`config.mk`:
```
export PLATFORM = sky130hd
export DESIGN_NAME = pit_counter
export DESIGN_NICKNAME = d
export VERILOG_FILES = /design/src/rtl/pit_pkg.sv /design/src/rtl/pit_wr_ctrl.sv /design/src/rtl/pit_gate_trig.sv /design/src/rtl/pit_count_core.sv /design/src/rtl/pit_counter.sv
export SDC_FILE = /design/constraint.sdc
export NUM_CORES = 1
export LEC_CHECK = 0
export CAP_MARGIN = 0
export CORE_ASPECT_RATIO = 1.25
export CORE_MARGIN = 3
export CORE_UTILIZATION = 40
export DETAILED_ROUTE_END_ITERATION = 16
export PLACE_DENSITY = 0.7
export SETUP_SLACK_MARGIN = 0.05
export SLEW_MARGIN = 20
export SYNTH_ARGS = -nofsm -noshare
export SYNTH_HDL_FRONTEND = slang
export SYNTH_SLANG_ARGS = --single-unit
```
`constraint.sdc`:
```
create_clock -name clk -period 6.2 [get_ports clk]
set_input_delay 0.93 -clock clk [delete_from_list [all_inputs] [get_ports clk]]
set_output_delay 0.93 -clock clk [all_outputs]
set_load 0.02 [all_outputs]
```
`src/rtl/pit_pkg.sv`:
```
package pit_pkg;

    typedef enum logic [2:0] {
        M_TERM   = 3'd0,
        M_RETRIG = 3'd1,
        M_RATE   = 3'd2,
        M_SQUARE = 3'd3,
        M_SWSTB  = 3'd4,
        M_HWSTB  = 3'd5
    } pit_mode_e;

    typedef enum logic [1:0] {
        ACC_NONE = 2'd0,
        ACC_LO   = 2'd1,
        ACC_HI   = 2'd2,
        ACC_BOTH = 2'd3
    } pit_acc_e;

    // codes x1x select the periodic modes 2 and 3
    function automatic pit_mode_e mode_of(input logic [2:0] code);
        if (code[1]) return pit_mode_e'({1'b0, code[1:0]});
        return pit_mode_e'(code);
    endfunction

endpackage

```
`src/rtl/pit_wr_ctrl.sv`:
```
module pit_wr_ctrl
    import pit_pkg::*;
#(
    parameter int BYTE_W = 8,
    parameter logic [1:0] SLOT = 2'd0,
    localparam int COUNT_W = 2 * BYTE_W
) (
    input  logic               clk,
    input  logic               rst_n,
    input  logic               wr_i,
    input  logic               wr_ctrl_i,
    input  logic [BYTE_W-1:0]  wr_data_i,
    output logic [5:0]         cfg_o,
    output pit_mode_e          mode_o,
    output logic [COUNT_W-1:0] cr_o,
    output logic               hold_o,
    output logic               cw_stb_o,
    output logic               cnt_stb_o
);

    typedef struct packed {
        pit_acc_e           acc;
        logic [2:0]         code;
        logic               bcd;
        logic [COUNT_W-1:0] cr;
        logic               msb_next;
        logic               cw_stb;
        logic               cnt_stb;
    } wr_state_t;

    wr_state_t st_d, st_q;

    always_comb begin
        st_d         = st_q;
        st_d.cw_stb  = 1'b0;
        st_d.cnt_stb = 1'b0;
        if (wr_i) begin
            if (wr_ctrl_i) begin
                if (wr_data_i[7:6] == SLOT && wr_data_i[5:4] != 2'b00) begin
                    st_d.acc      = pit_acc_e'(wr_data_i[5:4]);
                    st_d.code     = wr_data_i[3:1];
                    st_d.bcd      = wr_data_i[0];
                    st_d.msb_next = 1'b0;
                    st_d.cw_stb   = 1'b1;
                end
            end else begin
                unique case (st_q.acc)
                    ACC_LO: begin
                        st_d.cr      = {{BYTE_W{1'b0}}, wr_data_i};
                        st_d.cnt_stb = 1'b1;
                    end
                    ACC_HI: begin
                        st_d.cr      = {wr_data_i, {BYTE_W{1'b0}}};
                        st_d.cnt_stb = 1'b1;
                    end
                    ACC_BOTH: begin
                        if (!st_q.msb_next) begin
                            st_d.cr[BYTE_W-1:0] = wr_data_i;
                            st_d.msb_next       = 1'b1;
                        end else begin
                            st_d.cr[COUNT_W-1:BYTE_W] = wr_data_i;
                            st_d.msb_next             = 1'b0;
                            st_d.cnt_stb              = 1'b1;
                        end
                    end
                    default: ;
                endcase
            end
        end
    end

    always_ff @(posedge clk) begin
        if (!rst_n) begin
            st_q <= '{acc: ACC_NONE, code: 3'd0, bcd: 1'b0, cr: '0,
                      msb_next: 1'b0, cw_stb: 1'b0, cnt_stb: 1'b0};
        end else begin
            st_q <= st_d;
        end
    end

    assign cfg_o     = {st_q.acc, st_q.code, st_q.bcd};
    assign mode_o    = mode_of(st_q.code);
    assign cr_o      = st_q.cr;
    assign hold_o    = st_q.msb_next;
    assign cw_stb_o  = st_q.cw_stb;
    assign cnt_stb_o = st_q.cnt_stb;

    // first byte of a two-byte count leaves the counter frozen
    p_lsb_then_hold_r3: assert property (@(posedge clk) disable iff (!rst_n)
        (wr_i && !wr_ctrl_i && st_q.acc == ACC_BOTH && !st_q.msb_next) |=> hold_o);

endmodule

```
`src/rtl/pit_gate_trig.sv`:
```
module pit_gate_trig (
    input  logic clk,
    input  logic rst_n,
    input  logic gate_i,
    input  logic consume_i,
    input  logic clr_i,
    output logic trig_o
);

    typedef struct packed {
        logic gate;
        logic pend;
    } trig_state_t;

    trig_state_t st_d, st_q;

    always_comb begin
        st_d      = st_q;
        st_d.gate = gate_i;
        if (clr_i)                      st_d.pend = 1'b0;
        else if (gate_i && !st_q.gate)  st_d.pend = 1'b1;
        else if (consume_i)             st_d.pend = 1'b0;
    end

    always_ff @(posedge clk) begin
        if (!rst_n) st_q <= '0;
        else        st_q <= st_d;
    end

    assign trig_o = st_q.pend;

endmodule

```
`src/rtl/pit_count_core.sv`:
```
module pit_count_core
    import pit_pkg::*;
#(
    parameter int COUNT_W = 16
) (
    input  logic               clk,
    input  logic               rst_n,
    input  pit_mode_e          mode_i,
    input  logic [COUNT_W-1:0] cr_i,
    input  logic               cw_stb_i,
    input  logic               cnt_stb_i,
    input  logic               step_i,
    input  logic               gate_i,
    input  logic               trig_i,
    output logic [COUNT_W-1:0] ce_o,
    output logic               out_o,
    output logic               nul_o
);

    localparam logic [COUNT_W-1:0] ONE = COUNT_W'(1);
    localparam logic [COUNT_W-1:0] TWO = COUNT_W'(2);

    typedef struct packed {
        logic [COUNT_W-1:0] ce;
        logic               out;
        logic               nul;
        logic               armed;
        logic               run;
        logic               load_pend;
        logic               fired;
    } core_state_t;

    core_state_t st_d, st_q;
    logic [COUNT_W-1:0] hi_load, lo_load;
    logic               periodic, start;

    assign hi_load  = cr_i + {{(COUNT_W-1){1'b0}}, cr_i[0]};
    assign lo_load  = cr_i - {{(COUNT_W-1){1'b0}}, cr_i[0]};
    assign periodic = (mode_i == M_RATE) || (mode_i == M_SQUARE);
    assign start    = st_q.load_pend || (trig_i && st_q.armed);

    always_comb begin
        st_d = st_q;
        if (cw_stb_i) begin
            st_d.out       = (mode_i != M_TERM);
            st_d.run       = 1'b0;
            st_d.armed     = 1'b0;
            st_d.load_pend = 1'b0;
            st_d.nul       = 1'b1;
            st_d.fired     = 1'b0;
        end else if (cnt_stb_i) begin
            st_d.nul   = 1'b1;
            st_d.armed = 1'b1;
            case (mode_i)
                M_TERM: begin
                    st_d.load_pend = 1'b1;
                    st_d.run       = 1'b0;
                    st_d.out       = 1'b0;
                end
                M_SWSTB: begin
                    st_d.load_pend = 1'b1;
                    st_d.run       = 1'b0;
                    st_d.out       = 1'b1;
                end
                M_RATE, M_SQUARE: begin
                    if (!st_q.run) st_d.load_pend = 1'b1;
                end
                default: ;
            endcase
        end else if (step_i) begin
            case (mode_i)
                M_TERM: begin
                    if (st_q.load_pend) begin
                        st_d.ce        = cr_i;
                        st_d.nul       = 1'b0;
                        st_d.load_pend = 1'b0;
                        st_d.run       = 1'b1;
                        st_d.out       = 1'b0;
                    end else if (st_q.run && gate_i) begin
                        st_d.ce = st_q.ce - ONE;
                        if (st_q.ce == ONE) st_d.out = 1'b1;
                    end
                end
                M_SWSTB: begin
                    if (st_q.load_pend) begin
                        st_d.ce        = cr_i;
                        st_d.nul       = 1'b0;
                        st_d.load_pend = 1'b0;
                        st_d.run       = 1'b1;
                        st_d.out       = 1'b1;
                        st_d.fired     = 1'b0;
                    end else if (st_q.run) begin
                        st_d.out = 1'b1;
                        if (gate_i) begin
                            st_d.ce = st_q.ce - ONE;
                            if (st_q.ce == ONE && !st_q.fired) begin
                                st_d.out   = 1'b0;
                                st_d.fired = 1'b1;
                            end
                        end
                    end
                end
                M_RETRIG: begin
                    if (trig_i && st_q.armed) begin
                        st_d.ce  = cr_i;
                        st_d.nul = 1'b0;
                        st_d.run = 1'b1;
                        st_d.out = 1'b0;
                    end else if (st_q.run) begin
                        st_d.ce = st_q.ce - ONE;
                        if (st_q.ce == ONE) st_d.out = 1'b1;
                    end
                end
                M_HWSTB: begin
                    if (trig_i && st_q.armed) begin
                        st_d.ce    = cr_i;
                        st_d.nul   = 1'b0;
                        st_d.run   = 1'b1;
                        st_d.out   = 1'b1;
                        st_d.fired = 1'b0;
                    end else if (st_q.run) begin
                        st_d.out = 1'b1;
                        st_d.ce  = st_q.ce - ONE;
                        if (st_q.ce == ONE && !st_q.fired) begin
                            st_d.out   = 1'b0;
                            st_d.fired = 1'b1;
                        end
                    end
                end
                M_RATE: begin
                    if (gate_i) begin
                        if (start) begin
                            st_d.ce        = cr_i;
                            st_d.nul       = 1'b0;
                            st_d.run       = 1'b1;
                            st_d.out       = 1'b1;
                            st_d.load_pend = 1'b0;
                        end else if (st_q.run) begin
                            if (st_q.ce == ONE) begin
                                st_d.ce  = cr_i;
                                st_d.nul = 1'b0;
                                st_d.out = 1'b1;
                            end else if (st_q.ce == TWO) begin
                                st_d.ce  = ONE;
                                st_d.out = 1'b0;
                            end else begin
                                st_d.ce = st_q.ce - ONE;
                            end
                        end
                    end
                end
                M_SQUARE: begin
                    if (gate_i) begin
                        if (start) begin
                            st_d.ce        = hi_load;
                            st_d.nul       = 1'b0;
                            st_d.run       = 1'b1;
                            st_d.out       = 1'b1;
                            st_d.load_pend = 1'b0;
                        end else if (st_q.run) begin
                            if (st_q.ce == TWO) begin
                                st_d.out = !st_q.out;
                                st_d.ce  = st_q.out ? lo_load : hi_load;
                                st_d.nul = 1'b0;
                            end else begin
                                st_d.ce = st_q.ce - TWO;
                            end
                        end
                    end
                end
                default: ;
            endcase
        end
        if (periodic && !gate_i) st_d.out = 1'b1;
    end

    always_ff @(posedge clk) begin
        if (!rst_n) begin
            st_q <= '{ce: '0, out: 1'b0, nul: 1'b1, armed: 1'b0, run: 1'b0,
                      load_pend: 1'b0, fired: 1'b0};
        end else begin
            st_q <= st_d;
        end
    end

    assign ce_o  = st_q.ce;
    assign out_o = st_q.out;
    assign nul_o = st_q.nul;

    // a finished count write always leaves the pending flag set
    p_null_after_write_r4: assert property (@(posedge clk) disable iff (!rst_n)
        cnt_stb_i |=> nul_o);

    // low gate in a periodic mode raises the line by the next clock
    p_gate_low_high_r12: assert property (@(posedge clk) disable iff (!rst_n)
        ((mode_i == M_RATE || mode_i == M_SQUARE) && !gate_i) |=> out_o);

    // in mode 0 the line only falls on a new write
    p_term_stays_high_r6: assert property (@(posedge clk) disable iff (!rst_n)
        (mode_i == M_TERM && out_o && !cw_stb_i && !cnt_stb_i) |=> out_o);

    // square-wave counting element stays even while running
    p_square_even_r9: assert property (@(posedge clk) disable iff (!rst_n)
        (mode_i == M_SQUARE && st_q.run && !cw_stb_i) |-> !ce_o[0]);

    // strobe-mode low pulse ends on the following step
    p_strobe_one_step_r10: assert property (@(posedge clk) disable iff (!rst_n)
        ((mode_i == M_SWSTB || mode_i == M_HWSTB) && !out_o && step_i) |=> out_o);

endmodule

```
`src/rtl/pit_counter.sv`:
```
module pit_counter
    import pit_pkg::*;
#(
    parameter int BYTE_W = 8,
    parameter logic [1:0] SLOT = 2'd0,
    localparam int COUNT_W = 2 * BYTE_W
) (
    input  logic               clk,
    input  logic               rst_n,
    input  logic               tick_i,
    input  logic               gate_i,
    input  logic               wr_i,
    input  logic               wr_ctrl_i,
    input  logic [BYTE_W-1:0]  wr_data_i,
    output logic               out_o,
    output logic [COUNT_W-1:0] count_o,
    output logic [BYTE_W-1:0]  status_o
);

    logic [5:0]         cfg;
    pit_mode_e          mode;
    logic [COUNT_W-1:0] cr;
    logic               hold, cw_stb, cnt_stb, step, trig, nul;

    assign step = tick_i && !hold && !cw_stb && !cnt_stb;

    pit_wr_ctrl #(.BYTE_W(BYTE_W), .SLOT(SLOT)) i_wr_ctrl (
        .clk       (clk),
        .rst_n     (rst_n),
        .wr_i      (wr_i),
        .wr_ctrl_i (wr_ctrl_i),
        .wr_data_i (wr_data_i),
        .cfg_o     (cfg),
        .mode_o    (mode),
        .cr_o      (cr),
        .hold_o    (hold),
        .cw_stb_o  (cw_stb),
        .cnt_stb_o (cnt_stb)
    );

    pit_gate_trig i_gate_trig (
        .clk       (clk),
        .rst_n     (rst_n),
        .gate_i    (gate_i),
        .consume_i (step),
        .clr_i     (cw_stb),
        .trig_o    (trig)
    );

    pit_count_core #(.COUNT_W(COUNT_W)) i_core (
        .clk       (clk),
        .rst_n     (rst_n),
        .mode_i    (mode),
        .cr_i      (cr),
        .cw_stb_i  (cw_stb),
        .cnt_stb_i (cnt_stb),
        .step_i    (step),
        .gate_i    (gate_i),
        .trig_i    (trig),
        .ce_o      (count_o),
        .out_o     (out_o),
        .nul_o     (nul)
    );

    assign status_o = BYTE_W'({out_o, nul, cfg});

    // while the high byte is awaited the counting element is frozen
    p_hold_freezes_r3: assert property (@(posedge clk) disable iff (!rst_n)
        (hold && !cw_stb && !cnt_stb) |=> $stable(count_o));

endmodule

```
### After elaboration in Yosys (flattened, before gate mapping)

Index checks and enable logic that the tools add are counted.
Widths: inputs -> output; s select.

* flip-flop bits (word level): 49
* latch bits: 0
* RAM bits: 0
* ROM bits: 0
* input port bits: 14
* output and inout bits: 25
* memories kept: 0

* add/subtract/negate cells: 4
* multipliers: 0
* divide/modulo/power cells: 0
* magnitude comparators: 0
* equality and inequality tests: 44
* shift operators: 0
* multiplexer cells: 66
* bitwise operators: 5
* reduce and logical (&&, ||, !) cells: 48

Operators with widths (count)
* $mux 17: 10
* $mux 18: 6
* $pmux 18 s6: 1
* $mux 16: 3
* $pmux 16 s3: 1
* $ne 3x1->1 const B: 10
* $reduce_and 13->1: 2
* $mux 1: 25
* $ne 6x3->1 const B: 4
* $add 16x1->16: 1
* $eq 16x1->1 const B: 1
* $eq 16x2->1 const B: 1
* $mux 2: 8
* $mux 8: 2
* $sub 16x1->16: 1
* $sub 16x1->16 const B: 1
* $sub 16x2->16 const B: 1
* $ne 6x4->1 const B: 2
* $reduce_and 6->1: 2
* $ne 5x5->1 const B: 2
* $pmux 1 s2: 5
* $reduce_bool 2->1: 5
* $reduce_or 2->1: 5
* $logic_and 1x1->1: 9
* 30 further kinds: 59

### Logic depth before layout (Yosys ltp)

* depth in word-level cells: 11
* depth in mapped cells: 10

### By module

Synthesis repeated with hierarchy kept, for this count alone.

* cell total of the unflattened synthesis: 548
* area total of the unflattened synthesis: 4068.9 um^2

By module, submodules not included
* pit_count_core: times used 1, cells each 416, area an instance 2832.7 um^2
* pit_wr_ctrl: times used 1, cells each 122, area an instance 1124.8 um^2
* pit_gate_trig: times used 1, cells each 7, area an instance 81.3 um^2
* pit_counter: times used 1, cells each 3, area an instance 30.0 um^2

### Worst setup path before layout

Ideal clock, no wire load.

* path kind: input to register
* start: input port tick_i
* end: register i_core.st_q, in the netlist i_core.ce_o[7]
* setup time: 0.059 ns
* data arrival time: 2.514 ns
* data required time: 6.141 ns
* slack: 3.627 ns
* stages: 6
* buffers on the path: 0
* path through: or4b_1 > a311oi_2 > nand2_1 > or3_1 > a21boi_1 > o31a_1

* cells in the longest elaborated chain, start to end: 4

Ends and longest elaborated chain
* from (decl): line pit_counter.sv:10 `input logic tick_i,`
* $logic_and 1x1->1 (3 in a row): line pit_counter.sv:25 `assign step = tick_i && !hold && !cw_stb && !cnt_stb;`
* $reduce_and 13->1 (no line)
* to (signal assigned): line pit_count_core.sv:179 `st_q <= '{ce: '0, out: 1'b0, nul: 1'b1, armed: 1'b0, run: 1'b0,`
* to (signal assigned): line pit_count_core.sv:182 `st_q <= st_d;`
* to (decl): line pit_count_core.sv:33 `core_state_t st_d, st_q;`

Every way passes these cells.
A chain may end at the register's enable or synchronous reset.

### Worst setup path in the final report

* start: input port gate_i
* end: register i_core.st_q, in the netlist i_core.ce_o[7]

* cells in the longest elaborated chain, start to end: 3
* elaborated cells between the ends (all ways): 6

Ends and longest elaborated chain
* from (decl): line pit_counter.sv:11 `input logic gate_i,`
* $logic_and 1x1->1: line pit_count_core.sv:79 `end else if (st_q.run && gate_i) begin`
* $ne 3x1->1 (no line)
* $reduce_and 13->1 (no line) (*)

Mark *: on every way between the ends. The rest lies on a longest branch, timed or not.

==> results.cfg <==
[timing]
drv_slew = 0
fin_skew_ns = 0.00546
finalCriticalPeriod_ns = 3.32
finalSetupViolCount = 0
hold_violations = 0
hold_ws_ns = 0.470
relSlewSlack = 0.305
rsz0062_at_grt = false
setup_tns_ns = 0
max_freq_mhz = 301
tightest_slew_ns = 1.03
min_period_over_period = 0.535

[synth]
yosys_warnings = 0
avgSynthCellArea_um2 = 7.44
synth_nets = 586
syn_inst = 563
async_reset_ff_frac = 0
synthTopCellsByArea = dfxtp_1, nand3_1, nand2_1, a21oi_1, xnor2_1
synth_top_cell_by_area = dfxtp_1
seq_area_frac_synth = 0.234
synthFlopType = dfxtp_1
netlist_area_um2 = 4190
synth_edf_count = 0
yosys.area.top_type_share = 0.234
yosys.cell_types.count = 74
ys_seq_elements = 49

[floorplanning]
core-area_um2 = 10200
die_x_um = 97.5
die_y_um = 120
core.rowCount = 41
ios = 39
start_util = 0.412
dieArea_um2 = 11700

[power_and_ir_drop]
total_power_mw = 0.799
leakage_nw = 1.57
vdd_drop_max_mv = 0.114
cellPowerDensity_nw_per_um2 = 175

[clock_tree]
cts_setup_buffers = 0
clk_path_buf_depth = 2
numCtsBuffers = 5
htree_levels = 2
cts_tree = yes
root_buffer = clkbuf_16
ctsHoldBuffers = 0
cts.sinks = 49
postCtsResizedCells = 0
clkLatencyLatePin_ns = 0.30
clk_pin_slew_ns = 0.07

[route]
num_vias = 4406
routed_via_density = 6.50
drt_first_iter_violations = 685
wl_per_cell_um = 19.2
detail_route.first_pass.iterations = 6
route.detailed.drc = 0
antenna_left = 0
wirelength_um = 13000

[layout]
layout_common_cells = nand2_1, dfxtp_1, nand3_1
stdcell_area_um2 = 4580
n_antenna_cell = 0
final_core_util = 0.451
layout_commonest_cell = nand2_1
drive_gt1_frac = 0.0510
nNetsFinal = 571
area_growth_pct = 9.32

[critical_path]
crit_family = simple AND/OR/NAND/NOR gates
cpMaxStageDelayCell = clkdlybuf4s50_1
crit_path_max_incr_delay_ns = 0.76
worstPathCellList = clkdlybuf4s50_1 > nor2b_1 > a311oi_2 > nand2_1 > or3_1 > a21boi_1 > o31a_1
critPathArrivalTime_ns = 3.56
crit_required_ns = 6.44
worstSetupStartpointType = input pin
reg2reg_slack_ns = 3.17
r2r-start = i_core.ce_o[8]
worstSetupPathType = in -> reg
crit-reg2reg-capture = i_core.ce_o[5]
cp-end-kind = flip-flop
path_max_fanout = 18
crit_buf_inv = 1
worst-r2r-cell-count = 5

[run_status]
outcome = finished, final reports clean

[placement]
placed_cell_area_um2 = 4410
port_buffers = 38
gp_congestion = 0.943
hpwl_um = 9560

[global_route]
grt_pass1_wl_um = 21300
track_usage = 0.221
grt_pass1_vias = 4174
grt_max_degree = 50
grt-ovfl-total = 0
antenna_found_initial = 0

[worst_hold_path]
min_from = i_core.st_q[0]
hp-class = reg -> reg
whs_path_depth = 1
hold_path_end = i_core.st_q[0]

[flow_run]
drv_cap = 0
[worst reg2reg max path: cells and delay by family, from the launching register on]
family          cells  cell delay (ns)
simple gates        2             1.24
compound gates      3             1.29
flops               1             0.44
[flip-flops by register name, indices dropped and copies added, names as in the netlist]
signal,cells
i_wr_ctrl.cr_o,16
i_wr_ctrl.cfg_o,6
i_core.out_o,1
i_core.ce_o,16
i_wr_ctrl.hold_o,1
i_core.st_q,4
i_wr_ctrl.cw_stb_o,1
i_wr_ctrl.cnt_stb_o,1
i_core.nul_o,1
i_gate_trig.trig_o,1
i_gate_trig.st_q,1
[final cells by class]
class | count | area, um2
Clock inverter | 3 | 43.8
Multi-Input combinational cell | 438 | 2820
Timing Repair Buffer | 40 | 395
Inverter | 14 | 52.6
Sequential cell | 49 | 981
Clock buffer | 5 | 125
Tap cell | 129 | 161
Fill cell | 1031 | 5580
[routing by layer]
metal / GRT usage / wire length (um) / up-vias / share of wire
li1: - / - / 2027 / -
met1: 0.276 / 5220 / 2045 / 0.40
met2: 0.356 / 6170 / 270 / 0.47
met3: 0.0381 / 956 / 64 / 0.073
met4: 0.132 / 683 / 0 / 0.052
met5: 0 / 0 / - / 0
[kinds of logic (layout without fill, tap and decap cells)]
group	count (synthesis)	after routing	synth area share
compound gates	162	162	0.265
xor+xnor	34	34	0.0711
fa+ha+maj	9	9	0.0269
buf+inv	76	62	0.0926
flops	49	49	0.234
mux	13	13	0.0317
simple gates	220	220	0.278
[through the flow]
step	cells	worst slack [ns]
floorplan	563	3.63
global placement	670	2.64
detailed placement	670	2.60
CTS	678	2.91
global route	678	2.67
finish	678	2.88
[worst max path at each step]
stage,start,endpoint,slack [ns],cells after the start
floorplan,tick_i,i_core.ce_o[7],3.63,6
global placement,tick_i,i_core.ce_o[7],2.64,7
detailed placement,tick_i,i_core.ce_o[7],2.60,7
CTS,tick_i,i_core.ce_o[7],2.91,7
global route,gate_i,i_core.ce_o[7],2.67,7
finish,gate_i,i_core.ce_o[7],2.88,7
[Yosys cell counts, types with 4 or more instances]
cell / n
nor2_1: 29
xnor2_1: 19
buf_4: 19
o221ai_1: 6
xor2_1: 15
a31oi_1: 10
a21oi_1: 37
nand2_1: 55
mux2i_1: 11
nand4_1: 7
o211ai_1: 12
o21ai_0: 24
nand3b_1: 4
nand2b_1: 4
a21boi_0: 18
nor3_1: 16
dfxtp_1: 49
nand3_1: 42
nor2b_1: 13
ha_1: 9
nor3b_1: 6
a221oi_1: 13
nor4_1: 12
or3_1: 5
clkbuf_1: 35
and2_1: 5
inv_1: 13
[power breakdown]
part | switching [mW] | internal, mW | total (mW)
Combinational | 0.0858 | 0.0619 | 0.148
Clock | 0.129 | 0.191 | 0.320
Sequential | 0.0120 | 0.319 | 0.331
(Power assumes the default switching activity.)
